## src/rtl/irq_en_pkg.sv

```systemverilog
package irq_en_pkg;
  localparam int unsigned WORD_W = 32;
  typedef logic [WORD_W-1:0] word_t;

  // bits of word k whose line index is below hard_ch are hardwired on
  function automatic word_t hard_mask(int unsigned k, int unsigned hard_ch);
    word_t m;
    m = '0;
    for (int unsigned b = 0; b < WORD_W; b++) begin
      if (k * WORD_W + b < hard_ch) m[b] = 1'b1;
    end
    return m;
  endfunction
endpackage

```

## src/rtl/irq_en_decode.sv

```systemverilog
module irq_en_decode #(
  parameter int unsigned ADDR_W    = 8,
  parameter int unsigned NUM_WORDS = 4,
  parameter int unsigned BASE_OFS  = 'h30
) (
  input  logic [ADDR_W-1:0]    addr_i,
  output logic [NUM_WORDS-1:0] sel_o,
  output logic                 hit_o
);
  for (genvar k = 0; k < NUM_WORDS; k++) begin : g_sel
    localparam logic [ADDR_W-1:0] WordAddr = ADDR_W'(BASE_OFS + 4 * k);
    assign sel_o[k] = (addr_i == WordAddr);
  end

  assign hit_o = |sel_o;

  // at most one word is selected for any address
  always_comb begin
    a_r7_sel_onehot: assert ($onehot0(sel_o));
  end
endmodule

```

## src/rtl/irq_en_word.sv

```systemverilog
module irq_en_word #(
  parameter int unsigned         W     = 32,
  parameter logic [W-1:0]        FIXED = '0
) (
  input  logic         clk_i,
  input  logic         rst_ni,
  input  logic         set_i,
  input  logic [W-1:0] wdata_i,
  output logic [W-1:0] q_o
);
  for (genvar b = 0; b < W; b++) begin : g_bit
    if (FIXED[b]) begin : g_hard
      assign q_o[b] = 1'b1;
    end else begin : g_reg
      logic q;
      always_ff @(posedge clk_i or negedge rst_ni) begin
        if (!rst_ni)                    q <= 1'b0;
        else if (set_i && wdata_i[b])   q <= 1'b1;
      end
      assign q_o[b] = q;
    end
  end

  a_r3_no_clear: assert property (@(posedge clk_i) disable iff (!rst_ni)
    1'b1 |=> ((q_o & $past(q_o)) == $past(q_o)));

  a_r2_set_taken: assert property (@(posedge clk_i) disable iff (!rst_ni)
    set_i |=> ((q_o & $past(wdata_i)) == $past(wdata_i)));
endmodule

```

## src/rtl/irq_en_mask.sv

```systemverilog
module irq_en_mask #(
  parameter int unsigned NUM_CH  = 128,
  parameter int unsigned HARD_CH = 2
) (
  input  logic [NUM_CH-1:0] req_i,
  input  logic [NUM_CH-1:0] en_i,
  output logic [NUM_CH-1:0] req_o
);
  assign req_o = req_i & en_i;

  always_comb begin
    a_r8_no_masked_leak: assert ((req_o & ~en_i) == '0);
  end
endmodule

```

## src/rtl/irq_en_set_bank.sv

```systemverilog
module irq_en_set_bank
  import irq_en_pkg::*;
#(
  parameter int unsigned NUM_CH   = 128,
  parameter int unsigned ADDR_W   = 8,
  parameter int unsigned BASE_OFS = 'h30,
  parameter int unsigned HARD_CH  = 2
) (
  input  logic                clk_i,
  input  logic                rst_ni,
  input  logic                wr_en_i,
  input  logic                priv_i,
  input  logic [ADDR_W-1:0]   addr_i,
  input  logic [WORD_W-1:0]   wdata_i,
  output logic [WORD_W-1:0]   rdata_o,
  input  logic [NUM_CH-1:0]   req_i,
  output logic [NUM_CH-1:0]   req_o
);
  localparam int unsigned NumWords = (NUM_CH + WORD_W - 1) / WORD_W;

  logic [NumWords-1:0] sel;
  logic                hit;
  logic                wr_ok;
  word_t               words [NumWords];
  logic [NumWords*WORD_W-1:0] en_flat;

  irq_en_decode #(
    .ADDR_W   (ADDR_W),
    .NUM_WORDS(NumWords),
    .BASE_OFS (BASE_OFS)
  ) i_decode (
    .addr_i(addr_i),
    .sel_o (sel),
    .hit_o (hit)
  );

  assign wr_ok = wr_en_i & priv_i;

  for (genvar k = 0; k < NumWords; k++) begin : g_word
    irq_en_word #(
      .W    (WORD_W),
      .FIXED(hard_mask(k, HARD_CH))
    ) i_word (
      .clk_i  (clk_i),
      .rst_ni (rst_ni),
      .set_i  (wr_ok & sel[k]),
      .wdata_i(wdata_i),
      .q_o    (words[k])
    );
    assign en_flat[k*WORD_W +: WORD_W] = words[k];
  end

  always_comb begin
    rdata_o = '0;
    for (int unsigned k = 0; k < NumWords; k++) begin
      if (sel[k]) rdata_o = words[k];
    end
  end

  irq_en_mask #(
    .NUM_CH (NUM_CH),
    .HARD_CH(HARD_CH)
  ) i_mask (
    .req_i(req_i),
    .en_i (en_flat[NUM_CH-1:0]),
    .req_o(req_o)
  );

  a_r4_nonpriv_hold: assert property (@(posedge clk_i) disable iff (!rst_ni)
    (wr_en_i && !priv_i) |=> $stable(en_flat));

  a_r7_unmapped_write: assert property (@(posedge clk_i) disable iff (!rst_ni)
    (wr_en_i && !hit) |=> $stable(en_flat));

  a_r7_unmapped_read: assert property (@(posedge clk_i) disable iff (!rst_ni)
    !hit |-> (rdata_o == '0));

  a_r5_low_bits_on: assert property (@(posedge clk_i) disable iff (!rst_ni)
    (addr_i == ADDR_W'(BASE_OFS)) |-> (rdata_o[1:0] == 2'b11));

  a_r9_hard_pass: assert property (@(posedge clk_i) disable iff (!rst_ni)
    req_o[1:0] == req_i[1:0]);
endmodule

```

## config.mk

```make
export PLATFORM = sky130hd
export DESIGN_NAME = irq_en_set_bank
export DESIGN_NICKNAME = d
export VERILOG_FILES = /design/src/rtl/irq_en_pkg.sv /design/src/rtl/irq_en_decode.sv /design/src/rtl/irq_en_word.sv /design/src/rtl/irq_en_mask.sv /design/src/rtl/irq_en_set_bank.sv
export SDC_FILE = /design/constraint.sdc
export NUM_CORES = 1
export LEC_CHECK = 0
export BUFFER_PORTS_ARGS = -buffer_cell sky130_fd_sc_hd__buf_2
export CAP_MARGIN = 20
export CORE_ASPECT_RATIO = 0.5
export CORE_MARGIN = 4
export CORE_UTILIZATION = 23
export CTS_CLUSTER_DIAMETER = 100
export CTS_CLUSTER_SIZE = 24
export DETAILED_ROUTE_END_ITERATION = 7
export GPL_TIMING_DRIVEN = 1
export HOLD_SLACK_MARGIN = 0.06
export PLACE_DENSITY = 0.53
export SYNTH_ARGS = -nofsm -noshare
export SYNTH_HDL_FRONTEND = slang
export SYNTH_HIERARCHICAL = 1
export SYNTH_SLANG_ARGS = --single-unit
```

## constraint.sdc

```tcl
create_clock -name clk_i -period 1.9 [get_ports clk_i]
set_clock_uncertainty 0.15 [all_clocks]
set_input_delay 0.285 -clock clk_i [delete_from_list [all_inputs] [get_ports clk_i]]
set_output_delay 0.285 -clock clk_i [all_outputs]
set_load 0.05 [all_outputs]
```

==> results of run 1 <==
[power by group through the flow]
stage	Combinational, mW	Clock [mW]	Sequential [mW]
after floorplan	0.395	0	2.83
after global placement	0.622	0	2.88
after detailed placement	0.632	0	2.88
after CTS	0.717	3.47	2.84
after global routing	0.775	3.60	2.85
final	0.720	3.36	2.84
[metal layers]
layer,part of all wire,GRT usage
met5,0,0
met4,0.015,0.0509
met3,0.032,0.0202
met2,0.54,0.266
met1,0.42,0.188
[placed cells by master, fill, tap and decap left out, types with 5 or more instances in the layout]
| master | instances |
|---|---|
| o22ai_4 | 11 |
| a21o_1 | 111 |
| dlygate4sd3_1 | 33 |
| and2_1 | 128 |
| a22oi_2 | 29 |
| buf_4 | 18 |
| clkbuf_16 | 19 |
| a21o_2 | 15 |
| buf_12 | 20 |
| buf_2 | 294 |
| clkinv_2 | 5 |
| o22ai_2 | 20 |
| buf_6 | 38 |
| dfrtp_1 | 126 |
| a21oi_4 | 30 |
[final timing paths]
check                                                    from                                 end  slack [ns]
min reg2reg                 g_word[1].i_word/g_bit[4].g_reg.q   g_word[1].i_word/g_bit[4].g_reg.q        0.34
max reg2reg                g_word[0].i_word/g_bit[23].g_reg.q  g_word[0].i_word/g_bit[23].g_reg.q        1.02
min                                                    rst_ni  g_word[2].i_word/g_bit[12].g_reg.q        0.19
max in group asynchronous                              rst_ni  g_word[2].i_word/g_bit[19].g_reg.q        0.87
min in group clk_i          g_word[1].i_word/g_bit[4].g_reg.q   g_word[1].i_word/g_bit[4].g_reg.q        0.34
max                                                 addr_i[6]                         rdata_o[15]       -0.48
[cell type report]
| type | instances | area, sq um | share of cell area |
|---|---|---|---|
| sequential | 126 | 3150 | 0.296 |
| clock inverter | 11 | 139 | 0.0130 |
| tap | 391 | 489 | 0.0459 |
| inverter | 1 | 3.75 | 0.000352 |
| timing repair buffer | 413 | 2990 | 0.280 |
| clock buffer | 21 | 470 | 0.0442 |
| multi-input combinational | 372 | 3410 | 0.320 |
[through the flow]
step / util / worst slack [ns] / std cells
finish: 0.364 / -0.475 / 1335
global route: 0.364 / -0.523 / 1335
CTS: 0.352 / -0.485 / 1335
detailed placement: 0.300 / -1.27 / 1255
global placement: 0.300 / -1.24 / 1255
floorplan: - / -0.241 / 654
[critical path, delay by kind of cell]
family,cells,cell delay [ns]
AOI/OAI and AO/OA,2,0.25
buffers and inverters,3,0.48
and+or+nand+nor,3,0.91
[repair_timing]
action / 4_1_cts / 5_1_grt
hold endpoints to repair: 252 / 0
gates cloned: 5 / 2
setup buffers: 10 / 2
pin swaps: 10 / 9
hold buffers: 33 / 0
endpoints found under the setup margin: 64 / 32
gates resized for setup: 100 / 49
==> impl_metrics.toml, run 1 <==
[setup_path]
crit_slowest_cell = "or4_4"
r2r_cells = 1
crit_path_max_fanout = 12
crit_type = "in -> out"
crit_path_end_kind = "output port"
crit_path_start_kind = "input port"
cp.arrival_ns = 1.94
critical-path-max-stage-delay_ns = 0.52
cp_cell_sequence = "buf_2, or4_4, nor2_4, nor2b_4, buf_12, a22oi_2, a21oi_4, buf_6"
critPathRequiredTime_ns = 1.46

[floorplan]
core_area_sq_um = 29300
die_h_um = 131
num_rows = 44
dieArea_sq_um = 33000
start_util = 0.236
io_pins = 332
die_w_um = 253

[power_and_ir_drop]
ir_worst_vdd_uv = 593
seqPwrFrac = 0.410
power_leakage_nw = 6.22
power_mw = 6.93
p_sw_frac = 0.244
intPower_mw = 5.23
combPwrFrac = 0.104
power.share.clock = 0.486
switching_power_mw = 1.69
powerDensity_nw_per_um2 = 651

[synthesis]
synth_area_sq_um = 6900
syn_area_per_cell_sq_um = 10.6
netlist_instances = 653
yosys_warnings = 6

[detailed_routing]
drc = 0
drt_iter0_markers = 288
viasPerCell = 4.43
wl_mm = 25.8
routedWlPerCell_um = 19.4
ant_nets = 0
drt_first_pass_iters = 4
vias = 5914

[cts]
root_buffer = "clkbuf_16"
cts_htree_levels = 4
insertion_delay_ns = 0.41
path_clk_slew_ns = 0.06
cts-buffers-inserted = 17
cts_tree = "built"
ctsLongestPathBuffers = 2
clock_sink_count = 126

[final_layout]
largest_register_ffs = 126
diodes = 0
syn_to_final_growth_pct = 54.3
num-fill-cells = 2915
reg_top3 = "g_word.i_word/g_bit.g_reg.q (126)"
nNetsFinal = 1103
regMostFlops = "g_word.i_word/g_bit.g_reg.q"
layout-drive-gt1-share = 0.568
fin_area_sq_um = 10700

[sta]
setup_ws_ns = -0.475
finalSetupViolations = 32
drv_slew = 0
tns_ns = -14.05
hold_ws_ns = 0.190
final.min_clock_period_ns = 2.38
hold_viol = 0
max_freq_mhz = 421
rsz0062_at_grt = "true"
fin_crit_sh = 1.25

[placed_design]
dp_hpwl_mm = 18.4
io_buffers = 331
gp_congestion = 0.872
placed_area_sq_um = 8780

[hold_path]
hp-class = "in -> async"

[global_routing]
grt_pass1_vias = 6130
grt_max_degree = 41
grt.overflow.total = 0
grt_pass1_wl_mm = 37.3
grtUsageTotal = 0.149
antenna_found_initial = 0

[job]
timing.max_cap.violations = 0

[status]
violations = "negative setup slack"
status = "complete, but fails checks"
No activity file was read; power rests on OpenSTA's default activity.
==> inputs of run 2 (changes only) <==
CORE_UTILIZATION = 43   (was 23)
PLACE_DENSITY = 0.84   (was 0.53)
==> run 2 against run 1 <==
Compared with the run above:
- the run still ends with negative setup slack left
- total power is 1.1% lower
- cell area is 4.0% lower
- die area is 45% lower
- largest cell class unchanged
- largest power group unchanged
- highest routed layer is now met5
==> impl_metrics.toml, run 2 (synthesis results as in run 1) <==
[status]
status = "complete, but fails checks"
violations = "negative setup slack"

[floorplan]
die_h_um = 97.6
start_util = 0.443
core_area_sq_um = 15600
num_rows = 32
io_pins = 332
dieArea_sq_um = 18300
die_w_um = 187

[hold_path]
hp-class = "in -> async"

[detailed_routing]
vias = 6032
viasPerCell = 5.28
wl_met3_mm = 1.35
drt_iter0_markers = 348
routedWlPerCell_um = 19.8
drt_first_pass_iters = 4
wl_mm = 22.6
drc = 0
ant_nets = 0
dr_wl_met2_mm = 11.9
highest_layer = "met5"
wl_met1_mm = 9.04

[setup_path]
cp.arrival_ns = 1.90
crit_slowest_cell = "or4_4"
critPathRequiredTime_ns = 1.46
crit_type = "in -> out"
crit_path_start_kind = "input port"
critical-path-top-delay-family = "simple AND/OR/NAND/NOR gates"
critical-path-max-stage-delay_ns = 0.53
cp_cell_sequence = "buf_6, or4_4, nor2_4, nor2b_4, buf_6, buf_12, a22oi_2, a21oi_4, buf_6"
path_buf_inv = 4
crit_path_max_fanout = 7
critPathMostFrequentCell = "buf_6"
crit_path_end_kind = "output port"

[power_and_ir_drop]
combPwrFrac = 0.104
p_sw_frac = 0.244
ir_worst_vdd_uv = 503
seqPwrFrac = 0.414
power.share.clock = 0.482
power_leakage_nw = 6.16
intPower_mw = 5.18
powerDensity_nw_per_um2 = 670
switching_power_mw = 1.67

[placed_design]
gp_congestion = 0.848
dp_hpwl_mm = 16.2
dp_worst_setup_slack_ns = -0.589
io_buffers = 331

[final_layout]
seq_area_sq_um = 3150
final_cell_mix = "buf_2, and2_1, dfrtp_1"
layout-drive-gt1-share = 0.563
nNetsFinal = 1097
regMostFlops = "g_word.i_word/g_bit.g_reg.q"
final_common_cell = "buf_2"
diodes = 0
reg_top3 = "g_word.i_word/g_bit.g_reg.q (126)"
final_util = 0.657
syn_to_final_growth_pct = 48.1
num-fill-cells = 1163
largest_register_ffs = 126
multiInputGateArea_sq_um = 3320

[cts]
insertion_delay_ns = 0.39
path_clk_slew_ns = 0.06
clock_sink_count = 126
cts_htree_levels = 4
root_buffer = "clkbuf_16"
cts_tree = "built"
ctsLongestPathBuffers = 2
cts-buffers-inserted = 17

[global_routing]
grtUsageTotal = 0.241
grt_pass1_wl_mm = 35.4
grt_max_degree = 38
grt_pass1_vias = 6631
grt.overflow.total = 0
antenna_found_initial = 1

[job]
timing.max_cap.violations = 0

[sta]
setup_ws_ns = -0.435
fin_crit_sh = 1.23
hold_viol = 0
final.min_clock_period_ns = 2.34
drv_slew = 0
hold_ws_ns = 0.237
finalSetupViolations = 32
max_freq_mhz = 428
rsz0062_at_grt = "true"
run 2: cell types whose count changed in the layout (fill, tap and decap cells not counted), moves of 2 or more:
| cell | previous run | this run |
|---|---|---|
| clkbuf_8 | 3 | 1 |
| o22ai_1 | 0 | 2 |
| o22ai_4 | 11 | 2 |
| o22ai_2 | 20 | 27 |
| clkinv_4 | 1 | 5 |
| buf_12 | 20 | 16 |
| buf_6 | 38 | 40 |
| buf_8 | 4 | 6 |
| clkinv_2 | 5 | 3 |
| buf_4 | 18 | 15 |
| clkbuf_16 | 19 | 17 |
run 2: final cells by class:
type,count,share of cell area
Inverter,1,0.000367
Multi-Input combinational cell,371,0.325
Sequential cell,126,0.308
Clock inverter,13,0.0161
Timing Repair Buffer,408,0.282
Clock buffer,19,0.0433
Tap cell,204,0.0250
run 2: per-stage QoR:
| step | power (mW) | area (sq um) | setup TNS (ns) | cells |
|---|---|---|---|---|
| after CTS | 6.91 | 10200 | -12.14 | 1141 |
| after global placement | 3.48 | 8520 | -27.44 | 1066 |
| final | 6.85 | 10200 | -12.26 | 1142 |
| after detailed placement | 3.50 | 8520 | -34.28 | 1066 |
| after global routing | 7.09 | 10200 | -14.66 | 1142 |
| after floorplan | 3.23 | 7390 | -8.22 | 654 |
run 2: power by group through the flow:
stage | clock network [mW] | logic [mW] | registers (mW)
floorplan | 0 | 0.395 | 2.83
global placement | 0 | 0.607 | 2.87
detailed placement | 0 | 0.625 | 2.87
CTS | 3.37 | 0.707 | 2.84
global route | 3.48 | 0.765 | 2.84
finish | 3.30 | 0.712 | 2.84
run 2: final timing paths:
path	from	endpoint	slack (ns)	cells past startpoint
setup / recovery	addr_i[6]	rdata_o[12]	-0.44	9
hold / removal	rst_ni	g_word[2].i_word/g_bit[7].g_reg.q	0.24	2
setup reg to reg	g_word[3].i_word/g_bit[20].g_reg.q	g_word[3].i_word/g_bit[20].g_reg.q	1.00	1
hold reg to reg	g_word[2].i_word/g_bit[10].g_reg.q	g_word[2].i_word/g_bit[10].g_reg.q	0.34	1
max in group asynchronous	rst_ni	g_word[1].i_word/g_bit[30].g_reg.q	0.79	3
min in group clk_i	g_word[2].i_word/g_bit[10].g_reg.q	g_word[2].i_word/g_bit[10].g_reg.q	0.34	1
run 2: what timing repair did:
action	4_1_cts	5_1_grt
hold buffers	33	0
setup endpoints to repair	32	32
setup buffers	6	1
hold endpoints to repair	206	0
resized for setup	140	5
cloned	4	0
pin swaps	7	6
run 2: metal layers:
| layer | global-route usage | up-vias |
|---|---|---|
| li1 | - | 2688 |
| met1 | 0.288 | 3056 |
| met2 | 0.438 | 254 |
| met3 | 0.0574 | 32 |
| met4 | 0.0642 | 2 |
| met5 | 0 | - |
==> inputs of run 3 (changes only) <==
==> constraint.sdc (replaced) <==
create_clock -name clk_i -period 1.9 [get_ports clk_i]
set_clock_uncertainty 0.15 [all_clocks]
set_input_delay 0.38 -clock clk_i [delete_from_list [all_inputs] [get_ports clk_i]]
set_output_delay 0.38 -clock clk_i [all_outputs]
set_load 0.05 [all_outputs]
==> run 3 against run 2 <==
Compared with the run above:
- critical path depth stayed put
- die area unchanged
- largest power group unchanged
- critical path type unchanged
- non-clock buffer count is 22 lower
- utilization down 1.1 points
- the run still ends with negative setup slack left
- sequential power barely moved
==> impl_metrics.toml, run 3 (synthesis results as in run 1) <==
[cts]
insertion_delay_ns = 0.39
clock_sink_count = 126
ctsLongestPathBuffers = 2
cts-buffers-inserted = 17
root_buffer = "clkbuf_16"
path_clk_slew_ns = 0.06
cts_htree_levels = 4
cts_tree = "built"

[sta]
setup_ws_ns = -0.709
finalSetupViolations = 32
max_freq_mhz = 383
hold_viol = 0
fin_crit_sh = 1.37
hold_ws_ns = 0.0838
tns_ns = -21.10
final.min_clock_period_ns = 2.61
rsz0062_at_grt = "true"
drv_slew = 0

[placed_design]
gp_congestion = 0.806
dp_worst_setup_slack_ns = -0.776
place_inst = 1067
io_buffers = 331
dp_hpwl_mm = 15.5

[floorplan]
num_rows = 32
start_util = 0.443
die_h_um = 97.6
die_w_um = 187
io_pins = 332
dieArea_sq_um = 18300
core_area_sq_um = 15600

[setup_path]
crit_path_start_kind = "input port"
cp_cell_sequence = "buf_6, or4_4, nor2_4, nor2b_4, buf_12, buf_12, a22oi_2, a21oi_4, buf_8"
critPathMostFrequentCell = "buf_12"
crit_type = "in -> out"
crit_path_end_kind = "output port"
cp.arrival_ns = 2.08
crit_slowest_cell = "or4_4"
crit_path_max_fanout = 5
critical-path-top-delay-family = "simple AND/OR/NAND/NOR gates"
critical-path-max-stage-delay_ns = 0.54
critPathRequiredTime_ns = 1.37
path_buf_inv = 4

[final_layout]
nNetsFinal = 1075
largest_register_ffs = 126
final_cell_count_no_fill = 1120
layout-drive-gt1-share = 0.569
syn_to_final_growth_pct = 45.6
num-fill-cells = 1160
regMostFlops = "g_word.i_word/g_bit.g_reg.q"
diodes = 0
final_common_cell = "buf_2"
final_cell_mix = "buf_2, and2_1, dfrtp_1"
reg_top3 = "g_word.i_word/g_bit.g_reg.q (126)"

[detailed_routing]
wl_mm = 23.1
drc = 0
drt_first_pass_iters = 6
drt_iter0_markers = 322
routedWlPerCell_um = 20.6
ant_nets = 0
viasPerCell = 5.34
vias = 5985

[global_routing]
grt_max_degree = 42
grtUsageTotal = 0.234
grt.overflow.total = 0
grt_pass1_vias = 6316
grt_pass1_wl_mm = 34.1
antenna_found_initial = 1

[power_and_ir_drop]
powerDensity_nw_per_um2 = 705
ir_worst_vdd_uv = 632
power_leakage_nw = 6.11

[job]
timing.max_cap.violations = 0

[hold_path]
hp-class = "in -> reg"

[status]
violations = "negative setup slack"
status = "complete, but fails checks"
run 3: changes by cell type in the layout (fill, tap and decap cells not counted), sizes merged:
cell / before / now
bufbuf: 0 / 1
buf: 375 / 378
bufinv: 3 / 5
dlygate4sd3: 33 / 4
clkbuf: 19 / 22
clkinv: 8 / 4
clkinvlp: 1 / 3
run 3: path summary, 6_finish.rpt:
| kind | cells past startpoint | slack, ns | from | endpoint |
|---|---|---|---|---|
| max | 9 | -0.71 | addr_i[6] | rdata_o[10] |
| min | 2 | 0.08 | wdata_i[27] | g_word[1].i_word/g_bit[27].g_reg.q |
| min in group asynchronous | 2 | 0.27 | rst_ni | g_word[1].i_word/g_bit[6].g_reg.q |
| min reg2reg | 1 | 0.33 | g_word[3].i_word/g_bit[17].g_reg.q | g_word[3].i_word/g_bit[17].g_reg.q |
| max in group asynchronous | 3 | 0.80 | rst_ni | g_word[3].i_word/g_bit[19].g_reg.q |
| max reg2reg | 1 | 1.01 | g_word[2].i_word/g_bit[25].g_reg.q | g_word[2].i_word/g_bit[25].g_reg.q |
run 3: routing by layer:
layer | track usage | wire, um | part of all wire
met1 | 0.288 | 9350 | 0.40
met2 | 0.405 | 11800 | 0.51
met3 | 0.0485 | 1290 | 0.056
met4 | 0.0926 | 685 | 0.030
met5 | 0 | 13 | 0.00056
run 3: area by class of cell:
type,instances,area [sq um],share of cell area
Tap cell,204,255,0.0254
Inverter,1,3.75,0.000373
Multi-Input combinational cell,371,3230,0.322
Sequential cell,126,3150,0.314
Timing Repair Buffer,386,2750,0.274
Clock inverter,13,213,0.0212
Clock buffer,19,443,0.0441
run 3: power breakdown:
part | internal [mW] | total, mW | switching [mW]
Clock | 2.37 | 3.60 | 1.23
Sequential | 2.76 | 2.83 | 0.0736
Combinational | 0.278 | 0.663 | 0.385
run 3: stage by stage:
stage	total power, mW	utilization	instance area [sq um]
after floorplan	3.23	-	7400
after global placement	3.47	0.550	8570
after detailed placement	3.49	0.550	8570
after CTS	7.14	0.631	9820
after global routing	7.35	0.645	10100
final	7.09	0.645	10100
run 3: repair_timing:
| item | 4_1_cts | 5_1_grt |
|---|---|---|
| buffers inserted | 5 | 6 |
| hold endpoints to repair | 131 | 0 |
| gates resized for setup | 110 | 22 |
| hold buffers | 4 | 0 |
| pin swaps | 10 | 13 |
| setup endpoints to repair | 32 | 32 |
| cloned | 3 | 5 |
